## src/rtl/rstfan_pkg.sv

```systemverilog
package rstfan_pkg;

   // Peripheral index map; the position of each entry is the output bit it drives.
   typedef enum int unsigned {
      PR_UART0 = 0,  PR_UART1 = 1,  PR_UART2 = 2,  PR_ADC  = 3,
      PR_CNN   = 4,  PR_TRNG  = 5,  PR_RTC   = 6,  PR_I2C0 = 7,
      PR_SPI1  = 8,  PR_TMR0  = 9,  PR_TMR1  = 10, PR_TMR2 = 11,
      PR_TMR3  = 12, PR_WDT0  = 13, PR_DMA   = 14, PR_GPIO0 = 15,
      PR_GPIO1 = 16
   } periph_idx_e;

   localparam int unsigned DEF_N_PERIPH = 17;
   localparam int unsigned DEF_DATA_W   = 32;

   // Group bit positions inside the written word.
   localparam int unsigned DEF_SYS_BIT  = 31;
   localparam int unsigned DEF_SOFT_BIT = 30;
   localparam int unsigned DEF_PER_BIT  = 29;

   // Set cleared by the peripheral group: everything except the GPIO ports.
   function automatic logic [DEF_N_PERIPH-1:0] per_group_mask();
      logic [DEF_N_PERIPH-1:0] m;
      m = '1;
      m[PR_GPIO0] = 1'b0;
      m[PR_GPIO1] = 1'b0;
      return m;
   endfunction

   // Set cleared by the soft group: GPIO ports in, watchdog 0 out.
   function automatic logic [DEF_N_PERIPH-1:0] soft_group_mask();
      logic [DEF_N_PERIPH-1:0] m;
      m = per_group_mask();
      m[PR_WDT0]  = 1'b0;
      m[PR_GPIO0] = 1'b1;
      m[PR_GPIO1] = 1'b1;
      return m;
   endfunction

endpackage

```

## src/rtl/rstfan_expand.sv

```systemverilog
// Combinational group expansion: picks the soft set, the peripheral set,
// or the individually written bits, per output.
module rstfan_expand #(
   parameter int unsigned          N_PERIPH  = rstfan_pkg::DEF_N_PERIPH,
   parameter int unsigned          DATA_W    = rstfan_pkg::DEF_DATA_W,
   parameter int unsigned          SOFT_BIT  = rstfan_pkg::DEF_SOFT_BIT,
   parameter int unsigned          PER_BIT   = rstfan_pkg::DEF_PER_BIT,
   parameter logic [N_PERIPH-1:0]  SOFT_MASK = rstfan_pkg::soft_group_mask(),
   parameter logic [N_PERIPH-1:0]  PER_MASK  = rstfan_pkg::per_group_mask()
) (
   input  logic [DATA_W-1:0]   word_i,
   output logic [N_PERIPH-1:0] sel_o
);

   logic soft_hit;
   logic per_hit;

   assign soft_hit = word_i[SOFT_BIT];
   assign per_hit  = word_i[PER_BIT];

   // Elaboration checks on the field layout.
   if (N_PERIPH == 0) begin : g_chk_n
      $error("rstfan_expand: N_PERIPH must be nonzero");
   end
   if (SOFT_BIT >= DATA_W || PER_BIT >= DATA_W) begin : g_chk_range
      $error("rstfan_expand: group bit outside the word");
   end
   if (SOFT_BIT == PER_BIT) begin : g_chk_dup
      $error("rstfan_expand: group bits must differ");
   end
   if (N_PERIPH > PER_BIT || N_PERIPH > SOFT_BIT) begin : g_chk_overlap
      $error("rstfan_expand: peripheral field overlaps a group bit");
   end

   // One selector per peripheral; soft group has priority over peripheral group.
   for (genvar gi = 0; gi < int'(N_PERIPH); gi++) begin : g_sel
      always_comb begin
         if (soft_hit) begin
            sel_o[gi] = SOFT_MASK[gi];
         end else if (per_hit) begin
            sel_o[gi] = PER_MASK[gi];
         end else begin
            sel_o[gi] = word_i[gi];
         end
      end
   end

   // Low-order bits above the peripheral field, and the remaining high bits, are not decoded.
   logic unused_word_bits;
   assign unused_word_bits = ^word_i;

endmodule

```

## src/rtl/rstfan_pulse.sv

```systemverilog
// Registered one-cycle pulse stage: output equals the gated request of the
// previous cycle and falls back to zero when nothing is requested.
module rstfan_pulse #(
   parameter int unsigned W = 1
) (
   input  logic         clk_i,
   input  logic         rst_ni,
   input  logic         fire_i,
   input  logic [W-1:0] req_i,
   output logic [W-1:0] pulse_o
);

   if (W == 0) begin : g_chk_w
      $error("rstfan_pulse: width must be nonzero");
   end

   always_ff @(posedge clk_i or negedge rst_ni) begin
      if (!rst_ni) begin
         pulse_o <= '0;
      end else if (fire_i) begin
         pulse_o <= req_i;
      end else begin
         pulse_o <= '0;
      end
   end

   // a pulse stage never holds a value through a cycle without a fire.
   a_r8_pulse_drops: assert property (@(posedge clk_i) disable iff (!rst_ni)
      !fire_i |=> (pulse_o == '0));

endmodule

```

## src/rtl/rstfan_ctrl.sv

```systemverilog
module rstfan_ctrl #(
   parameter int unsigned N_PERIPH = rstfan_pkg::DEF_N_PERIPH,
   parameter int unsigned DATA_W   = rstfan_pkg::DEF_DATA_W,
   parameter int unsigned SYS_BIT  = rstfan_pkg::DEF_SYS_BIT,
   parameter int unsigned SOFT_BIT = rstfan_pkg::DEF_SOFT_BIT,
   parameter int unsigned PER_BIT  = rstfan_pkg::DEF_PER_BIT,
   parameter logic [N_PERIPH-1:0] SOFT_MASK = rstfan_pkg::soft_group_mask(),
   parameter logic [N_PERIPH-1:0] PER_MASK  = rstfan_pkg::per_group_mask()
) (
   input  logic                clk_i,
   input  logic                rst_ni,
   input  logic                wr_en_i,
   input  logic [DATA_W-1:0]   wr_data_i,
   output logic [DATA_W-1:0]   rd_data_o,
   output logic [N_PERIPH-1:0] periph_rst_o,
   output logic                sys_rst_req_o
);

   localparam int unsigned OUT_W = N_PERIPH + 1;

   if (SYS_BIT >= DATA_W) begin : g_chk_sys
      $error("rstfan_ctrl: system bit outside the word");
   end
   if (SYS_BIT == SOFT_BIT || SYS_BIT == PER_BIT) begin : g_chk_sys_dup
      $error("rstfan_ctrl: system bit collides with a group bit");
   end
   if (N_PERIPH > SYS_BIT) begin : g_chk_sys_ovl
      $error("rstfan_ctrl: peripheral field overlaps the system bit");
   end

   logic [N_PERIPH-1:0] sel;
   logic [OUT_W-1:0]    req;
   logic [OUT_W-1:0]    pulse;

   rstfan_expand #(
      .N_PERIPH  (N_PERIPH),
      .DATA_W    (DATA_W),
      .SOFT_BIT  (SOFT_BIT),
      .PER_BIT   (PER_BIT),
      .SOFT_MASK (SOFT_MASK),
      .PER_MASK  (PER_MASK)
   ) expand_i (
      .word_i (wr_data_i),
      .sel_o  (sel)
   );

   assign req = {wr_data_i[SYS_BIT], sel};

   rstfan_pulse #(
      .W (OUT_W)
   ) pulse_i (
      .clk_i   (clk_i),
      .rst_ni  (rst_ni),
      .fire_i  (wr_en_i),
      .req_i   (req),
      .pulse_o (pulse)
   );

   assign periph_rst_o  = pulse[N_PERIPH-1:0];
   assign sys_rst_req_o = pulse[N_PERIPH];

   // The control word is write-only in effect; nothing is stored for read-back.
   assign rd_data_o = '0;

   // system request follows the system bit of the written word.
   a_r2_sys_req: assert property (@(posedge clk_i) disable iff (!rst_ni)
      wr_en_i |=> (sys_rst_req_o == $past(wr_data_i[SYS_BIT])));

   // soft group wins, even when the peripheral group bit is also set.
   a_r4_soft_set: assert property (@(posedge clk_i) disable iff (!rst_ni)
      (wr_en_i && wr_data_i[SOFT_BIT]) |=> (periph_rst_o == SOFT_MASK));

   // peripheral group alone.
   a_r3_per_set: assert property (@(posedge clk_i) disable iff (!rst_ni)
      (wr_en_i && wr_data_i[PER_BIT] && !wr_data_i[SOFT_BIT])
      |=> (periph_rst_o == PER_MASK));

   // no group bit, each set bit hits only its own peripheral.
   a_r6_single: assert property (@(posedge clk_i) disable iff (!rst_ni)
      (wr_en_i && !wr_data_i[PER_BIT] && !wr_data_i[SOFT_BIT])
      |=> (periph_rst_o == $past(wr_data_i[N_PERIPH-1:0])));

   // no write, no system request in the next cycle.
   a_r8_sys_quiet: assert property (@(posedge clk_i) disable iff (!rst_ni)
      !wr_en_i |=> !sys_rst_req_o);

endmodule

```

## config.mk

```make
export PLATFORM = sky130hd
export DESIGN_NAME = rstfan_ctrl
export DESIGN_NICKNAME = d
export VERILOG_FILES = /design/src/rtl/rstfan_pkg.sv /design/src/rtl/rstfan_expand.sv /design/src/rtl/rstfan_pulse.sv /design/src/rtl/rstfan_ctrl.sv
export SDC_FILE = /design/constraint.sdc
export NUM_CORES = 1
export LEC_CHECK = 0
export BUFFER_PORTS_ARGS = -buffer_cell sky130_fd_sc_hd__buf_2
export CAP_MARGIN = 10
export CORE_MARGIN = 2
export CORE_UTILIZATION = 38
export DETAILED_ROUTE_END_ITERATION = 6
export PLACE_DENSITY_LB_ADDON = 0.15
export SLEW_MARGIN = 30
export SYNTH_ARGS = -nofsm -noshare
export SYNTH_HDL_FRONTEND = slang
export SYNTH_SLANG_ARGS = --single-unit
export TNS_END_PERCENT = 10
```

## constraint.sdc

```tcl
create_clock -name clk_i -period 0.8 [get_ports clk_i]
set_input_delay 0.16 -clock clk_i [delete_from_list [all_inputs] [get_ports clk_i]]
set_output_delay 0.16 -clock clk_i [all_outputs]
set_load 0.005 [all_outputs]
```

Yosys cells after proc, flatten, opt, wreduce, memory -nomap -nowiden. Cells that the tools add are included.

Memories kept: 0. Output and inout bits: 50. Register bits after elaboration: 18. Memory bits (read-only): 0. Logic and storage cells: 36. Bits in latches: 0. Bits of input ports: 35. Memory bits (writable): 0.

Shifts and indexed selects: 0. Add/sub/neg operators: 0. Order comparisons: 0. Multiplexer cells: 35. Reductions and logical operators: 0. $mul: 0. Div/mod/pow operators: 0. Bitwise gates (word level): 0. Eq/ne operators: 0.

Operator list (count): 1-bit two-way mux (34); 18-bit two-way mux (1).

Depth between registers and ports, before layout. Gate-level depths: netlist of the first run.

Word-level depth: 3. Depth in mapped cells: 4. Depth with buffers taken out: 2.

Cells and area by module. A second synthesis of the first run with hierarchy kept.

Cell total of the unflattened synthesis: 91. Area total of the unflattened synthesis: 979.7 µm².

Modules (own cells, without submodules): rstfan_pulse (cells each 37, area an instance 591.8 µm², times used 1, sequential area each 450.4 µm²); rstfan_ctrl (cells each 33, area an instance 244.0 µm², times used 1, sequential area each 0.0 µm²); rstfan_expand (cells each 21, area an instance 143.9 µm², times used 1, sequential area each 0.0 µm²).

Worst setup path before layout of the first run. OpenSTA, ideal clock, no wires.

Kind: input-to-reg. From: input wr_data_i[29]. To: register pulse_i.pulse_o[10]. Setup time: 0.119 ns. Stages on the path: 4. Data required time: 0.681 ns. Data arrival time: 0.775 ns. Path buffers: 2. Setup slack: -0.094 ns. Cell sequence: or2_1 > buf_6 > buf_8 > o21a_1.

Longest elaborated chain between the ends: 3.

RTL lines: from (decl) (RTL line rstfan_ctrl.sv:13) `input logic [DATA_W-1:0] wr_data_i,`; 1-bit two-way mux (RTL line rstfan_expand.sv:40) `end else if (per_hit) begin`; 1-bit two-way mux (RTL line rstfan_expand.sv:38) `if (soft_hit) begin`; 18-bit two-way mux (RTL line rstfan_pulse.sv:20) `end else if (fire_i) begin`; to (signal assigned) (RTL line rstfan_pulse.sv:21) `pulse_o <= req_i;`; to (decl) (RTL line rstfan_pulse.sv:10) `output logic [W-1:0] pulse_o`.

Every way passes these cells.

Worst setup path in the final report of the first run.
From: register pulse_i.pulse_o[16]. To: output periph_rst_o[16].

RTL lines: to (decl) (RTL line rstfan_ctrl.sv:15) `output logic [N_PERIPH-1:0] periph_rst_o,`.

No word-level cell between the ends.

==> results of run 1 <==
power by group through the flow:
stage	registers, mW	logic, mW	clock network, mW
floorplan	1.01	0.228	0
global placement	0.995	0.260	0
detailed placement	0.995	0.264	0
CTS	0.977	0.268	0.572
global route	0.983	0.300	0.618
finish	0.976	0.264	0.546
per-stage QoR:
stage | power, mW | instances | worst slack (ns)
4_1_cts | 1.82 | 149 | -0.178
3_5_place_dp | 1.26 | 144 | -0.164
5_1_grt | 1.90 | 149 | -0.214
3_3_place_gp | 1.26 | 144 | -0.150
6_report | 1.79 | 149 | -0.157
2_1_floorplan | 1.23 | 108 | -0.0941
repair_timing:
item / CTS / global route
endpoints found under the setup margin: 18 / 18
endpoints found under the hold margin: 18 / 0
hold buffers: 1 / 0
pin swaps: 0 / 0
placed cells by master, fill, tap and decap left out, drive strengths merged:
cell type / n
and2: 1
and2b: 1
buf: 44
clkbuf: 4
conb: 32
dfrtp: 18
dlygate4sd3: 1
nor2: 1
nor2b: 1
nor3b: 1
o21a: 16
or2: 1
synthesized netlist by cell type:
library cell and count:
o21a_1 16, and2_1 1, buf_4 32, conb_1 1
nor3b_1 1, dfrtp_1 18, buf_8 1, and2b_1 1
or2_1 1, buf_2 2, nor2_1 1, nor2b_1 1
buf_6 1
cells by family after synthesis:
group / count (synthesis) / synth area share (%)
AND/OR/NAND/NOR: 6 / 4.23
AO/OA/AOI/OAI: 16 / 13.5
flip-flops: 18 / 50.7
buffers and inverters: 36 / 31.1
other: 1 / 0.422
path summary, 6_finish.rpt:
kind	from	to	slack [ns]
setup / recovery	pulse_i.pulse_o[16]$_DFF_PN0_	periph_rst_o[16]	-0.16
hold / removal	wr_data_i[4]	pulse_i.pulse_o[4]$_DFF_PN0_	0.08
min in group asynchronous	rst_ni	pulse_i.pulse_o[17]$_DFF_PN0_	0.31
max in group asynchronous	rst_ni	pulse_i.pulse_o[3]$_DFF_PN0_	0.20
layer usage:
metal / vias up / share of wire, % / global-route usage (%)
met1: 255 / 38 / 11.6
met2: 40 / 47 / 18.1
met4: 0 / 0 / 5.13
met3: 0 / 15 / 3.14
li1: 267 / - / -
met5: - / 0 / 0
cell type report:
cell class	instances	share of cell area [%]
clock buffer	4	3.49
multi-input combinational	54	26.7
sequential	18	43.3
tap	28	3.37
timing repair buffer	45	23.1
==> flow_metrics.tcl, run 1 <==
set metrics [dict create \
    first_pass_iters 2 \
    p_per_area_nw_per_um2 1720 \
    clock-sinks 18 \
    end_kind "output pin" \
    seq_power_share_pct 54.6 \
    cts_made_buffers 3 \
    tritoncts "yes" \
    p_comb_share_pct 14.8 \
    multi_input_area_um2 278 \
    clk_path_buf_depth 2 \
    pin_count 85 \
    cts_setup_buffers 0 \
    drt_wl_total_um 1470 \
    cp_max_fo 1 \
    maxCapViolCount 0 \
    slowest_stage "dfrtp_1" \
    syn_inst 77 \
    criticalPathCategory "flip-flop to output pin" \
    rows 17 \
    core_um2 2210 \
    slew_violations 0 \
    crit_path_max_incr_delay_ns 0.39 \
    cpLargestDelayFamily "flip-flops" \
    clockPowerShare_pct 30.6 \
    netSwitchingPower_uw 418 \
    status "complete, but fails checks" \
    ys_seq_area_share_pct 50.7 \
    finalSetupViolations 18 \
    hold_violations 0 \
    final_nets 157 \
    synth_area_leaders "dfrtp_1, buf_4, o21a_1, buf_8, buf_6" \
    grt_pass1_vias 492 \
    num_vias 562 \
    antenna_cells 0 \
    cp.depth 1 \
    ir_worst_vdd_v 0.000673 \
    clock-root-buffer "clkbuf_4" \
    syn_to_final_growth_pct 17.0 \
    yosysTopAreaCellShare_pct 50.7 \
    worst-path-buf-inv 1 \
    cts_resized 0 \
    hold_depth 2 \
    violations "negative setup slack" \
    switching_share_pct 23.4 \
    crit_path_start_kind "flip-flop" \
    regMostFlops "pulse_i.pulse_o" \
    hp-class "primary input to flip-flop" \
    clkSlewWorstSetupHoldPaths_ns 0.10 \
    track_usage_pct 10.5 \
    final-seq-area_um2 450 \
    drc 0 \
    die_area_um2 2740 \
    synth_cell_types 13 \
    postSynthAreaPerCell_um2 11.5 \
    tns_ns -2.41 \
    yosys_warnings 0 \
    start_util_pct 40.2 \
    antenna_found_initial 0 \
    path_cells "buf_2" \
    worst_slack_ns -0.157 \
    synth_top_area_cell "dfrtp_1" \
    fin_crit_ns 0.957 \
    rsz0062_at_grt "true" \
    grt_max_degree 19 \
    gp_congestion 0.691 \
    dieHeight_um 52.4 \
    critical_path_arrival_ns 0.80 \
    reg_top3 "pulse_i.pulse_o (18)" \
    fillers 233 \
    holdWs_ns 0.0777 \
    post_drt_wl_per_cell_um 9.87 \
    drive_gt1_share_pct 39.7 \
    finalInstanceArea_um2 1040 \
    grt_overflow 0 \
    placed_cell_area_um2 993 \
    critPathRequiredTime_ns 0.64 \
    cts_htree_levels 1 \
    power.leakage_nw 0.579 \
    die_w_um 52.4 \
    p_int_mw 1.37 \
    syn_area_um2 888 \
    fmax_ghz 1.05 \
    portBuffers 40 \
    largest_reg_flops 18 \
    via_per_inst 3.77 \
    grt_pass1_wl_um 2060 \
    ant_nets 0 \
    utilization_pct 47.0 \
    dr.first_iter.drc_count 1 \
    finalCritPeriodShare_pct 120 \
    ys_ff_latch 18 \
    hpwl_um 1150 \
]
No activity file was read; power rests on OpenSTA's default activity.
==> inputs of run 2 (changes only) <==
--- a/config.mk
+++ b/config.mk
@@ -9,6 +9,7 @@
 export CAP_MARGIN = 10
 export CORE_MARGIN = 2
 export CORE_UTILIZATION = 38
+export CTS_BUF_LIST = sky130_fd_sc_hd__clkbuf_16
 export DETAILED_ROUTE_END_ITERATION = 6
 export PLACE_DENSITY_LB_ADDON = 0.15
 export SLEW_MARGIN = 30
==> run 2 against run 1 <==
Net effect:
- the run still ends with negative setup slack left
- non-clock buffer count did not move
- first-iteration DRC count rose to 4.0 times the previous value
- worst setup slack improved by 0.061 ns
- largest power group unchanged
- wire length barely moved
==> flow_metrics.tcl, run 2 (synthesis gave the netlist of run 1 again) <==
set metrics [dict create \
    placed_cell_area_um2 993 \
    crit_path_max_incr_delay_ns 0.37 \
    start_util_pct 40.2 \
    clock-sinks 18 \
    tritoncts "yes" \
    fin_crit_ns 0.896 \
    cts_setup_buffers 0 \
    clockPowerShare_pct 43.9 \
    hold_violations 0 \
    finalInstanceArea_um2 1080 \
    rows 17 \
    drt_wl_total_um 1470 \
    path_cells "buf_2" \
    status "complete, but fails checks" \
    clkSlewWorstSetupHoldPaths_ns 0.05 \
    hp-class "primary input to flip-flop" \
    criticalPathCategory "flip-flop to output pin" \
    pin_count 85 \
    regMostFlops "pulse_i.pulse_o" \
    maxCapViolCount 0 \
    hold_start "wr_data_i[4]" \
    clock-root-buffer "clkbuf_16" \
    post_drt_wl_per_cell_um 9.86 \
    power.leakage_nw 0.597 \
    core_um2 2210 \
    tns_ns -1.34 \
    seq_power_share_pct 44.2 \
    netSwitchingPower_uw 458 \
    grt_pass1_vias 497 \
    slowest_stage "dfrtp_1" \
    final_common_cell "buf_2" \
    holdWs_ns 0.126 \
    fmax_ghz 1.12 \
    p_total_mw 2.22 \
    cp_max_fo 1 \
    grt_overflow 0 \
    end_kind "output pin" \
    ant_nets 0 \
    cts_resized 0 \
    reg_top3 "pulse_i.pulse_o (18)" \
    dieHeight_um 52.4 \
    min_delay_worst_endpoint "pulse_i.pulse_o[4]$_DFF_PN0_" \
    drc 0 \
    dr.first_iter.drc_count 4 \
    hold_depth 2 \
    critPathLaunch "pulse_i.pulse_o[16]$_DFF_PN0_" \
    finalCritPeriodShare_pct 112 \
    drive_gt1_share_pct 38.8 \
    gp_congestion 0.691 \
    portBuffers 40 \
    clk_path_buf_depth 2 \
    largest_reg_flops 18 \
    final_nets 157 \
    worst_slack_ns -0.0956 \
    switching_share_pct 20.7 \
    via_per_inst 3.76 \
    p_comb_share_pct 11.9 \
    ir_worst_vdd_v 0.000913 \
    cts_made_buffers 3 \
    track_usage_pct 10.7 \
    critPathRequiredTime_ns 0.64 \
    cpLargestDelayFamily "flip-flops" \
    crit_path_start_kind "flip-flop" \
    syn_to_final_growth_pct 21.8 \
    antenna_found_initial 0 \
    grt_pass1_wl_um 2080 \
    grt_max_degree 19 \
    die_w_um 52.4 \
    rsz0062_at_grt "true" \
    critical_path_arrival_ns 0.74 \
    final_cell_mix "buf_2, conb_1, dfrtp_1" \
    die_area_um2 2740 \
    p_per_area_nw_per_um2 2050 \
    cts_htree_levels 1 \
    p_int_mw 1.76 \
    worst-path-buf-inv 1 \
    violations "negative setup slack" \
    num_vias 560 \
    slew_violations 0 \
    antenna_cells 0 \
    hpwl_um 1150 \
    first_pass_iters 3 \
    finalSetupViolations 18 \
]
run 2: cell count changes in the layout (fill, tap and decap cells not counted):
cell and delta:
clkbuf_4 -3, clkbuf_8 -1, clkinv_1 +1, clkbuf_16 +3
run 2: area by class of cell:
| cell class | count | area, um2 |
|---|---|---|
| fillers | 227 | 1130 |
| flip-flops and latches | 18 | 450 |
| multi-input cells | 54 | 278 |
| repair buffers | 45 | 240 |
| clock buffers | 3 | 75.1 |
| well taps | 28 | 35.0 |
| clock inverters | 1 | 3.75 |
run 2: worst max path at each step:
stage | endpoint | slack [ns] | cells past startpoint
2_1_floorplan | pulse_i.pulse_o[10]$_DFF_PN0_ | -0.09 | 4
3_3_place_gp | pulse_i.pulse_o[5]$_DFF_PN0_ | -0.15 | 4
3_5_place_dp | pulse_i.pulse_o[6]$_DFF_PN0_ | -0.16 | 4
4_1_cts | periph_rst_o[16] | -0.11 | 1
5_1_grt | periph_rst_o[16] | -0.13 | 1
6_report | periph_rst_o[16] | -0.1 | 1
run 2: layer usage:
metal	track usage [%]	wire length, um	up-vias
met5	0	0	-
li1	-	-	270
met3	4.00	218	0
met4	5.13	0	0
met1	11.4	530	250
met2	18.5	719	40
run 2: power groups by stage:
stage / clock network (mW) / logic, mW / registers [mW]
2_1_floorplan: 0 / 0.228 / 1.01
3_3_place_gp: 0 / 0.260 / 0.995
3_5_place_dp: 0 / 0.264 / 0.995
4_1_cts: 1.00 / 0.268 / 0.980
5_1_grt: 1.06 / 0.299 / 0.985
6_report: 0.972 / 0.264 / 0.979
run 2: what timing repair did:
item / 4_1_cts / 5_1_grt
pin swaps: 0 / 0
hold endpoints to repair: 18 / 0
hold buffers: 1 / 0
endpoints found under the setup margin: 18 / 18
run 2: metrics by stage:
step	util, %	worst slack [ns]	cells
after floorplan	-	-0.0941	108
after global placement	44.9	-0.150	144
after detailed placement	44.9	-0.164	144
after CTS	48.9	-0.109	149
after global routing	48.9	-0.131	149
final	48.9	-0.0956	149
